### src/rtl/qsm_pkg.sv
package qsm_pkg;

  typedef enum logic [1:0] {
    REG_SPEED  = 2'd0,
    REG_WINDOW = 2'd1,
    REG_STATUS = 2'd2,
    REG_SPARE  = 2'd3
  } qsm_reg_e;

  localparam int STATUS_NEW_BIT = 0;

endpackage

### src/rtl/qsm_edge_detect.sv
module qsm_edge_detect #(
  parameter int SYNC_STAGES = 2
) (
  input  logic clk,
  input  logic rst_n,
  input  logic enc_a,
  input  logic enc_b,
  output logic step_up,
  output logic step_dn
);

  logic [SYNC_STAGES-1:0] a_chain_q, a_chain_d;
  logic [SYNC_STAGES-1:0] b_chain_q, b_chain_d;
  logic                   a_prev_q, a_prev_d;
  logic                   a_s, b_s, a_rise;

  generate
    if (SYNC_STAGES == 1) begin : g_one
      always_comb begin
        a_chain_d = enc_a;
        b_chain_d = enc_b;
      end
    end else begin : g_many
      always_comb begin
        a_chain_d = {a_chain_q[SYNC_STAGES-2:0], enc_a};
        b_chain_d = {b_chain_q[SYNC_STAGES-2:0], enc_b};
      end
    end
  endgenerate

  assign a_s = a_chain_q[SYNC_STAGES-1];
  assign b_s = b_chain_q[SYNC_STAGES-1];

  always_comb begin
    a_prev_d = a_s;
  end

  always_ff @(posedge clk or negedge rst_n) begin
    if (!rst_n) begin
      a_chain_q <= '0;
      b_chain_q <= '0;
      a_prev_q  <= 1'b0;
    end else begin
      a_chain_q <= a_chain_d;
      b_chain_q <= b_chain_d;
      a_prev_q  <= a_prev_d;
    end
  end

  assign a_rise  = a_s & ~a_prev_q;
  assign step_up = a_rise & ~b_s;
  assign step_dn = a_rise &  b_s;

  // an edge of A lasts a single cycle
  p_step_single_r1: assert property (@(posedge clk) disable iff (!rst_n)
    (step_up || step_dn) |=> !(step_up || step_dn));

endmodule

### src/rtl/qsm_window_timer.sv
module qsm_window_timer #(
  parameter int WIN_W = 32
) (
  input  logic             clk,
  input  logic             rst_n,
  input  logic [WIN_W-1:0] win_len,
  input  logic             restart,
  output logic             win_end
);

  logic [WIN_W-1:0] tick_q, tick_d;
  logic             at_last;

  assign at_last = (tick_q == (win_len - WIN_W'(1)));
  assign win_end = at_last & ~restart;

  always_comb begin
    if (restart || at_last) begin
      tick_d = '0;
    end else begin
      tick_d = tick_q + WIN_W'(1);
    end
  end

  always_ff @(posedge clk or negedge rst_n) begin
    if (!rst_n) begin
      tick_q <= '0;
    end else begin
      tick_q <= tick_d;
    end
  end

  // the timer never runs past the programmed length
  p_tick_in_range_r2: assert property (@(posedge clk) disable iff (!rst_n)
    tick_q < win_len);

  // a restart puts the timer back to the first cycle of a window
  p_restart_zero_r6: assert property (@(posedge clk) disable iff (!rst_n)
    restart |=> tick_q == '0);

endmodule

### src/rtl/qsm_pulse_counter.sv
module qsm_pulse_counter #(
  parameter int CNT_W = 16
) (
  input  logic             clk,
  input  logic             rst_n,
  input  logic             step_up,
  input  logic             step_dn,
  input  logic             win_end,
  input  logic             restart,
  output logic [CNT_W-1:0] speed
);

  localparam logic [CNT_W-1:0] MAX_V = {1'b0, {(CNT_W-1){1'b1}}};
  localparam logic [CNT_W-1:0] MIN_V = {1'b1, {(CNT_W-1){1'b0}}};

  logic [CNT_W-1:0] run_q, run_d, speed_q, speed_d, stepped;
  logic             hold_hi, hold_lo;

  assign hold_hi = step_up && (run_q == MAX_V);
  assign hold_lo = step_dn && (run_q == MIN_V);

  always_comb begin
    stepped = run_q;
    if (step_up && !hold_hi) begin
      stepped = run_q + CNT_W'(1);
    end else if (step_dn && !hold_lo) begin
      stepped = run_q - CNT_W'(1);
    end
  end

  always_comb begin
    run_d   = stepped;
    speed_d = speed_q;
    if (restart) begin
      run_d = '0;
    end else if (win_end) begin
      run_d   = '0;
      speed_d = stepped;
    end
  end

  always_ff @(posedge clk or negedge rst_n) begin
    if (!rst_n) begin
      run_q   <= '0;
      speed_q <= '0;
    end else begin
      run_q   <= run_d;
      speed_q <= speed_d;
    end
  end

  assign speed = speed_q;

  // count stays at the positive limit
  p_sat_high_r3: assert property (@(posedge clk) disable iff (!rst_n)
    (run_q == MAX_V && step_up && !win_end && !restart) |=> run_q == MAX_V);

  // count stays at the negative limit
  p_sat_low_r3: assert property (@(posedge clk) disable iff (!rst_n)
    (run_q == MIN_V && step_dn && !win_end && !restart) |=> run_q == MIN_V);

  // speed only moves at a window end
  p_speed_hold_r2: assert property (@(posedge clk) disable iff (!rst_n)
    !win_end |=> $stable(speed_q));

  // running count starts at zero after a window end
  p_clear_after_end_r2: assert property (@(posedge clk) disable iff (!rst_n)
    win_end |=> run_q == '0);

endmodule

### src/rtl/qsm_regs.sv
module qsm_regs
  import qsm_pkg::*;
#(
  parameter int          DATA_W    = 32,
  parameter int          CNT_W     = 16,
  parameter logic [31:0] WIN_RESET = 32'd500000
) (
  input  logic              clk,
  input  logic              rst_n,
  input  logic [1:0]        bus_addr,
  input  logic              bus_rd,
  input  logic              bus_wr,
  input  logic [DATA_W-1:0] bus_wdata,
  input  logic [CNT_W-1:0]  speed,
  input  logic              win_end,
  output logic [DATA_W-1:0] win_len,
  output logic              restart,
  output logic [DATA_W-1:0] bus_rdata,
  output logic              bus_rvalid
);

  logic [DATA_W-1:0] win_q, win_d;
  logic              new_q, new_d;
  logic [DATA_W-1:0] rdata_q, rdata_d, rd_mux;
  logic              rvalid_q, rvalid_d;
  logic              wr_win, rd_status;
  logic [DATA_W-1:0] speed_ext;

  generate
    if (DATA_W > CNT_W) begin : g_ext
      assign speed_ext = {{(DATA_W-CNT_W){speed[CNT_W-1]}}, speed};
    end else begin : g_trunc
      assign speed_ext = speed[DATA_W-1:0];
    end
  endgenerate

  assign wr_win    = bus_wr && (bus_addr == REG_WINDOW) && (bus_wdata != '0);
  assign rd_status = bus_rd && (bus_addr == REG_STATUS);
  assign restart   = wr_win;

  always_comb begin
    win_d = wr_win ? bus_wdata : win_q;
    if (win_end) begin
      new_d = 1'b1;
    end else if (rd_status) begin
      new_d = 1'b0;
    end else begin
      new_d = new_q;
    end
  end

  always_comb begin
    rd_mux = '0;
    case (qsm_reg_e'(bus_addr))
      REG_SPEED:  rd_mux = speed_ext;
      REG_WINDOW: rd_mux = win_q;
      REG_STATUS: rd_mux[STATUS_NEW_BIT] = new_q;
      default:    rd_mux = '0;
    endcase
    rdata_d  = bus_rd ? rd_mux : rdata_q;
    rvalid_d = bus_rd;
  end

  always_ff @(posedge clk or negedge rst_n) begin
    if (!rst_n) begin
      win_q    <= DATA_W'(WIN_RESET);
      new_q    <= 1'b0;
      rdata_q  <= '0;
      rvalid_q <= 1'b0;
    end else begin
      win_q    <= win_d;
      new_q    <= new_d;
      rdata_q  <= rdata_d;
      rvalid_q <= rvalid_d;
    end
  end

  assign win_len    = win_q;
  assign bus_rdata  = rdata_q;
  assign bus_rvalid = rvalid_q;

  // data comes back exactly one cycle after a request
  p_rvalid_latency_r5: assert property (@(posedge clk) disable iff (!rst_n)
    bus_rd |=> bus_rvalid);

  // no valid without a request
  p_rvalid_only_r5: assert property (@(posedge clk) disable iff (!rst_n)
    !bus_rd |=> !bus_rvalid);

  // a window end always leaves the flag set
  p_sticky_set_r8: assert property (@(posedge clk) disable iff (!rst_n)
    win_end |=> new_q);

  // writing zero leaves the length alone
  p_zero_len_ignored_r6: assert property (@(posedge clk) disable iff (!rst_n)
    (bus_wr && bus_addr == REG_WINDOW && bus_wdata == '0) |=> $stable(win_q));

  // the window length is never zero
  p_len_nonzero_r6: assert property (@(posedge clk) disable iff (!rst_n)
    win_q != '0);

endmodule

### src/rtl/quad_speed_meter.sv
module quad_speed_meter #(
  parameter int CLK_HZ      = 50000000,
  parameter int WIN_MS      = 10,
  parameter int CNT_W       = 16,
  parameter int DATA_W      = 32,
  parameter int SYNC_STAGES = 2
) (
  input  logic              clk,
  input  logic              rst_n,
  input  logic              enc_a,
  input  logic              enc_b,
  input  logic [1:0]        bus_addr,
  input  logic              bus_rd,
  input  logic              bus_wr,
  input  logic [DATA_W-1:0] bus_wdata,
  output logic [DATA_W-1:0] bus_rdata,
  output logic              bus_rvalid
);

  localparam logic [31:0] WIN_RESET = 32'((CLK_HZ / 1000) * WIN_MS);

  logic              step_up, step_dn;
  logic              win_end, restart;
  logic [DATA_W-1:0] win_len;
  logic [CNT_W-1:0]  speed;

  qsm_edge_detect #(.SYNC_STAGES(SYNC_STAGES)) u_edge (
    .clk     (clk),
    .rst_n   (rst_n),
    .enc_a   (enc_a),
    .enc_b   (enc_b),
    .step_up (step_up),
    .step_dn (step_dn)
  );

  qsm_window_timer #(.WIN_W(DATA_W)) u_timer (
    .clk     (clk),
    .rst_n   (rst_n),
    .win_len (win_len),
    .restart (restart),
    .win_end (win_end)
  );

  qsm_pulse_counter #(.CNT_W(CNT_W)) u_count (
    .clk     (clk),
    .rst_n   (rst_n),
    .step_up (step_up),
    .step_dn (step_dn),
    .win_end (win_end),
    .restart (restart),
    .speed   (speed)
  );

  qsm_regs #(
    .DATA_W    (DATA_W),
    .CNT_W     (CNT_W),
    .WIN_RESET (WIN_RESET)
  ) u_regs (
    .clk        (clk),
    .rst_n      (rst_n),
    .bus_addr   (bus_addr),
    .bus_rd     (bus_rd),
    .bus_wr     (bus_wr),
    .bus_wdata  (bus_wdata),
    .speed      (speed),
    .win_end    (win_end),
    .win_len    (win_len),
    .restart    (restart),
    .bus_rdata  (bus_rdata),
    .bus_rvalid (bus_rvalid)
  );

endmodule

### config.mk
export PLATFORM = sky130hd
export DESIGN_NAME = quad_speed_meter
export DESIGN_NICKNAME = d
export VERILOG_FILES = /design/src/rtl/qsm_pkg.sv /design/src/rtl/qsm_edge_detect.sv /design/src/rtl/qsm_window_timer.sv /design/src/rtl/qsm_pulse_counter.sv /design/src/rtl/qsm_regs.sv /design/src/rtl/quad_speed_meter.sv
export SDC_FILE = /design/constraint.sdc
export NUM_CORES = 1
export LEC_CHECK = 0
export ABC_AREA = 1
export CORE_MARGIN = 2
export CORE_UTILIZATION = 40
export DETAILED_ROUTE_END_ITERATION = 7
export SLEW_MARGIN = 5
export SYNTH_ARGS = -nofsm -noshare
export SYNTH_HDL_FRONTEND = slang
export SYNTH_SLANG_ARGS = --single-unit
### constraint.sdc
create_clock -name clk -period 3 [get_ports clk]
set_input_delay 0.3 -clock clk [delete_from_list [all_inputs] [get_ports clk]]
set_output_delay 0.3 -clock clk [all_outputs]
set_load 0.03 [all_outputs]
Word level (Yosys, flattened, before mapping)
Index checks and enable logic that the tools add are counted.
{"block": "word_totals", "wordCells": 49, "inputBits": 40, "latch_bits": 0, "register_bits": 135, "ram_bits": 0, "memories": 0, "output_inout_bits": 33, "mem_bits_ro": 0}
{"block": "op_classes", "bitwise_logic": 7, "n_addsub": 4, "n_mux": 9, "div_mod_pow": 0, "mul": 0, "reduce_logical": 14, "magnitude_cmp": 0, "n_eq_ne": 5, "shifts": 0}
{"op": "2-to-1 mux 16 bit", "n": 4}
{"op": "case mux 31 bit (2 select lines)", "n": 1}
{"op": "adder 32 x 1 -> 32 bit (second input constant)", "n": 1}
{"op": "== test 32 bit", "n": 1}
{"op": "2-to-1 mux 32 bit", "n": 1}
{"op": "nonzero test 32 bit", "n": 1}
{"op": "subtractor 32 x 1 -> 32 bit (second input constant)", "n": 1}
{"op": "adder 16 x 1 -> 16 bit (second input constant)", "n": 1}
{"op": "== test 16 x 15 -> 1 bit (second input constant)", "n": 1}
{"op": "== test 16 bit (second input constant)", "n": 1}
{"op": "subtractor 16 x 1 -> 16 bit (second input constant)", "n": 1}
{"op": "logical AND 1 bit", "n": 7}
{"op": "bitwise AND 1 bit", "n": 4}
{"op": "inverter 1 bit", "n": 3}
{"op": "case mux 1 bit (3 select lines)", "n": 1}
{"op": "== test 2 x 1 -> 1 bit (second input constant)", "n": 1}
{"op": "== test 2 bit (second input constant)", "n": 1}
{"op": "logical NOT 1 bit", "n": 2}
{"op": "logical NOT 2 bit", "n": 1}
{"op": "2-to-1 mux 1 bit", "n": 2}
{"op": "AND reduction 2 bit", "n": 1}
{"op": "nonzero test 2 bit", "n": 1}
{"op": "logical OR 1 bit", "n": 1}

Longest topological paths before layout
{"block": "logic_depth", "word_depth": 10, "mapped_depth": 17, "mapped_depth_nobuf": 15}

By module
Synthesis repeated with hierarchy kept, for this count alone.
{"block": "unflattened", "cells_unflattened": 1204, "hier_area_um2": 8643.3}
{"mod": "qsm_window_timer", "cells_per_inst": 497, "area_each_um2": 3199.3, "seq_area_each_um2": 800.8, "instances": 1}
{"mod": "qsm_regs", "cells_per_inst": 347, "area_each_um2": 2979.1, "seq_area_each_um2": 1660.3, "instances": 1}
{"mod": "qsm_pulse_counter", "cells_per_inst": 350, "area_each_um2": 2321.0, "seq_area_each_um2": 800.8, "instances": 1}
{"mod": "qsm_edge_detect", "cells_per_inst": 10, "area_each_um2": 143.9, "seq_area_each_um2": 125.1, "instances": 1}

Least setup slack after synthesis
No wires, ideal clock.
{"block": "synth_timing", "kind": "register to register", "start": "register u_regs.win_q[0] (netlist: u_regs.win_len[0])", "end": "register u_count.run_q[0]", "path_buffers": 2, "period_less_slack_ns": 2.303, "setup_time_ns": 0.123, "required_time_ns": 2.877, "stages_incl_launch_ff": 17, "setup_slack_ns": 0.697, "t_arrival_ns": 2.181, "cell_sequence": "dfrtp_1 -> inv_1 -> ha_1 -> nand2_4 -> nor2_8 -> nand2_2 -> nor2_2 -> xor2_1 -> nand2_1 -> nor2_1 -> nand2_1 -> nor2_4 -> nand2_1 -> nand2_1 -> buf_6 -> buf_8 -> nor2_1"}
{"block": "synth_between", "elab_chain_len": 5}
{"element": "start: declaration", "line": "qsm_regs.sv:22", "source": "logic [DATA_W-1:0] win_q, win_d;"}
{"element": "start signal: assignment", "line": "qsm_regs.sv:66", "source": "win_q <= DATA_W'(WIN_RESET);"}
{"element": "start signal: assignment", "line": "qsm_regs.sv:71", "source": "win_q <= win_d;"}
{"element": "subtractor 32 x 1 -> 32 bit", "line": "qsm_window_timer.sv:14", "source": "assign at_last = (tick_q == (win_len - WIN_W'(1)));"}
{"element": "== test 32 bit", "line": "qsm_window_timer.sv:14"}
{"element": "bitwise AND 1 bit", "line": "qsm_window_timer.sv:15", "source": "assign win_end = at_last & ~restart;"}
{"element": "2-to-1 mux 16 bit", "line": "qsm_pulse_counter.sv:36", "source": "end else if (win_end) begin"}
{"element": "2-to-1 mux 16 bit", "line": "qsm_pulse_counter.sv:34", "source": "if (restart) begin"}
{"element": "via u_count.run_d[0]", "line": "qsm_pulse_counter.sv:16", "source": "logic [CNT_W-1:0] run_q, run_d, speed_q, speed_d, stepped;"}
{"element": "end signal: assignment", "line": "qsm_pulse_counter.sv:47", "source": "run_q <= run_d;"}
{"element": "end: declaration", "line": "qsm_pulse_counter.sv:16"}
The timed path passes the listed nets, and every way through them passes these cells.
A chain may end at the register's enable or synchronous reset.

Worst setup path after layout
{"block": "layout_timing", "start": "register u_regs.win_q[12] (netlist: u_regs.win_len[12])", "end": "register u_count.speed_q[9] (netlist: u_count.speed[9])"}
{"block": "layout_between", "elab_chain_len": 4}
{"element": "subtractor 32 x 1 -> 32 bit", "line": "qsm_window_timer.sv:14"}
{"element": "== test 32 bit", "line": "qsm_window_timer.sv:14"}
{"element": "bitwise AND 1 bit", "line": "qsm_window_timer.sv:15"}
{"element": "AND reduction 2 bit (no source line)"}
{"element": "end signal: assignment", "line": "qsm_pulse_counter.sv:48", "source": "speed_q <= speed_d;"}
{"element": "end: declaration", "line": "qsm_pulse_counter.sv:16"}
Every way passes these cells.

==> impl_metrics.json <==
{
  "synth_nets": 1196,
  "period_minus_slack_ns": 2.63,
  "drtPass1Iterations": 5,
  "synth_top_area_share_pct": 38.7,
  "initialDrtViolationCount": 527,
  "core_region_area_sq_um": 20200,
  "dieArea_sq_um": 21800,
  "leakage_nw": 4.63,
  "track_usage_pct": 21.6,
  "cts_tree": "yes",
  "initial_core_util_pct": 40.9,
  "setup_tns_ns": 0,
  "synth_seq_area_share_pct": 40.9,
  "grt_pass1_vias": 7097,
  "maxCapViolCount": 0,
  "setup_viol": 0,
  "syn_inst": 1151,
  "clkSinkCount": 135,
  "rsz0062_at_grt": "no",
  "hold_class": "in2reg",
  "hold_viol": 0,
  "grt_first_pass_wirelength_mm": 37.2,
  "via_per_inst": 4.93,
  "portBuffers": 72,
  "cts_htree_levels": 4,
  "yosys-top-cells-area": "dfrtp_1, nand2_1, nor2_1",
  "cts_buffers": 17,
  "finalMaxSlewViolations": 0,
  "wl_per_cell_um": 15.1,
  "post_cts_resized": 0,
  "synth_seq_cells": 135,
  "num_vias": 7420,
  "path_class": "reg2reg",
  "p_per_area_nw_per_um2": 591,
  "routed_wl_mm": 22.7,
  "p_total_mw": 5.85,
  "clk_pin_slew_ns": 0.06,
  "routabilityCongestion": 0.927,
  "antenna_left": 0,
  "avgSynthCellArea_sq_um": 7.19,
  "nNetsFinal": 1268,
  "clk_latency_ns": 0.43,
  "pin_count": 73,
  "relSlewSlack_pct": 57.0,
  "drcViolationCount": 0,
  "cp_max_fo": 17,
  "finalClockSkew_ns": 0.0104,
  "layout-area-overhead-vs-synth_pct": 19.7,
  "final_layout_size_suffix_gt1_share_pct": 7.61,
  "synth.cell_area_sq_um": 8270,
  "rows": 52,
  "period_share_pct": 87.7,
  "yosysWarnings": 0,
  "dieHeight_um": 148,
  "cts-root-buf": "clkbuf_16",
  "outcome": "complete, no violations",
  "critPathRequiredTime_ns": 3.31,
  "fp.dieW_um": 148,
  "n_antenna_cell": 0,
  "cts_buffer_depth": 2,
  "synthDistinctLibCells": 37,
  "place_ws_ns": 0.118,
  "vdd_drop_max_uv": 324,
  "fin_hold_ws_ns": 0.316,
  "setup_slack_ns": 0.370,
  "grt_overflow": 0,
  "worst_pin_slew_ns": 0.645,
  "cp-end-kind": "register",
  "fmax_mhz": 380,
  "netlist.top_cell.by_area": "dfrtp_1",
  "cp-start-kind": "register",
  "dp_hpwl_mm": 17.1,
  "antenna_found_initial": 0,
  "grt_max_degree": 69,
  "arrival_ns": 2.94
}
==> worst max-delay path, cell delays in order (launching register included) <==
cell     delay (ns)
dfrtp_1        0.51
nor2_1         0.22
nand2_1        0.14
nor2_1         0.25
nand2_1        0.10
nor2_1         0.12
nand2_1        0.06
nand2_1        0.12
inv_1          0.05
nor2_1         0.08
nand2_1        0.06
nor2_1         0.11
nand4_2        0.43
nand2_1        0.20
nand2_1        0.07
==> cell type report <==
class / instances / area, sq um
Sequential cell: 135 / 3390
Inverter: 132 / 495
Clock buffer: 21 / 460
Clock inverter: 11 / 101
Timing Repair Buffer: 90 / 897
Fill cell: 2003 / 10300
Tap cell: 270 / 338
Multi-Input combinational cell: 847 / 4220
==> synthesized netlist by cell type, drive strengths merged <==
library cell  instances
mux2                  4
nand3                40
dfrtp               128
a21oi                57
nand2               306
inv                 129
a221oi                1
xnor2                27
xor2                 53
nor3                 18
o211ai                1
or2                   2
o21bai                3
o21ai                47
clkbuf               26
buf                  11
clkinv                3
dfstp                 7
and2                  1
nand4                48
mux2i                 2
nor2                213
nor3b                 1
nand3b                7
a21boi                3
o21a                  1
nor4                  7
ha                    5
==> cells in the final DEF, fill, tap and decap left out, types with 5 or more instances in the layout <==
cell type / netlist / routed
nand2_1: 301 / 299
nand3_1: 40 / 40
dfrtp_1: 128 / 128
nand3b_1: 7 / 7
nor3_1: 18 / 18
nand2_2: 3 / 5
o21ai_0: 46 / 46
xor2_1: 53 / 53
clkbuf_16: 0 / 17
buf_4: 0 / 14
ha_1: 5 / 5
nor2_1: 189 / 188
clkdlybuf4s50_1: 0 / 71
xnor2_1: 27 / 27
nor2_2: 18 / 19
nand4_1: 47 / 47
nor4_1: 7 / 7
dfstp_2: 7 / 7
inv_1: 129 / 129
a21oi_1: 57 / 57
==> power by group <==
part | total, mW | leakage, nW | internal [mW] | switching, mW
clock | 2.00 | 0.265 | 1.18 | 0.814
sequential | 2.37 | 1.73 | 2.03 | 0.333
combinational | 1.49 | 2.64 | 0.579 | 0.908
total | 5.85 | 4.63 | 3.79 | 2.05
==> registers in the layout (all words and copies together), names as in the netlist <==
| register | flops |
|---|---|
| u_regs.bus_rdata | 32 |
| u_regs.bus_rvalid | 1 |
| u_edge.a_prev_q | 1 |
| u_regs.win_len | 32 |
| u_count.speed | 16 |
| u_regs.new_q | 1 |
| u_timer.tick_q | 32 |
| u_edge.a_chain_q | 2 |
| u_count.run_q | 16 |
| u_edge.b_chain_q | 2 |
==> cell families (layout without fill, tap and decap cells) <==
logic type / Yosys count / count (layout) / synth area share [%]
simple gates: 643 / 643 / 33.8
buf+inv: 169 / 254 / 8.11
flops: 135 / 135 / 40.9
compound gates: 113 / 113 / 7.12
mux: 6 / 6 / 0.786
xor+xnor: 80 / 80 / 8.47
fa+ha+maj: 5 / 5 / 0.756
==> stage by stage <==
step | utilization (%) | cells | area, sq um
6_report | 48.9 | 1506 | 9900
5_1_grt | 48.9 | 1506 | 9900
4_1_cts | 48.9 | 1506 | 9900
3_5_place_dp | 46.1 | 1473 | 9330
3_3_place_gp | 46.1 | 1473 | 9330
2_1_floorplan | - | 1151 | 8270
==> routing by layer <==
layer | vias up | GRT usage, % | share of wire (%)
li1 | 3778 | - | -
met1 | 3461 | 31.1 | 49
met2 | 161 | 33.7 | 45
met3 | 20 | 4.07 | 4.7
met4 | 0 | 5.76 | 1.2
met5 | - | 0 | 0
==> path summary, 6_finish.rpt <==
path,from,to,slack (ns),cells past startpoint
max,u_regs.win_len[12],u_count.speed[9],0.37,14
min,enc_b,u_edge.b_chain_q[0],0.32,1
max reg2reg,u_regs.win_len[12],u_count.speed[9],0.37,14
min reg2reg,u_edge.b_chain_q[0],u_edge.b_chain_q[1],0.34,0
max in group asynchronous,rst_n,u_regs.win_len[8],1.81,3
min in group asynchronous,rst_n,u_count.run_q[4],0.44,2
==> repair_timing <==
item | in CTS | in global routing
hold buffers | 1 | 0
hold endpoints to repair | 61 | 0
buffers inserted | 0 | 0
Power figures use the tool's default switching activity.
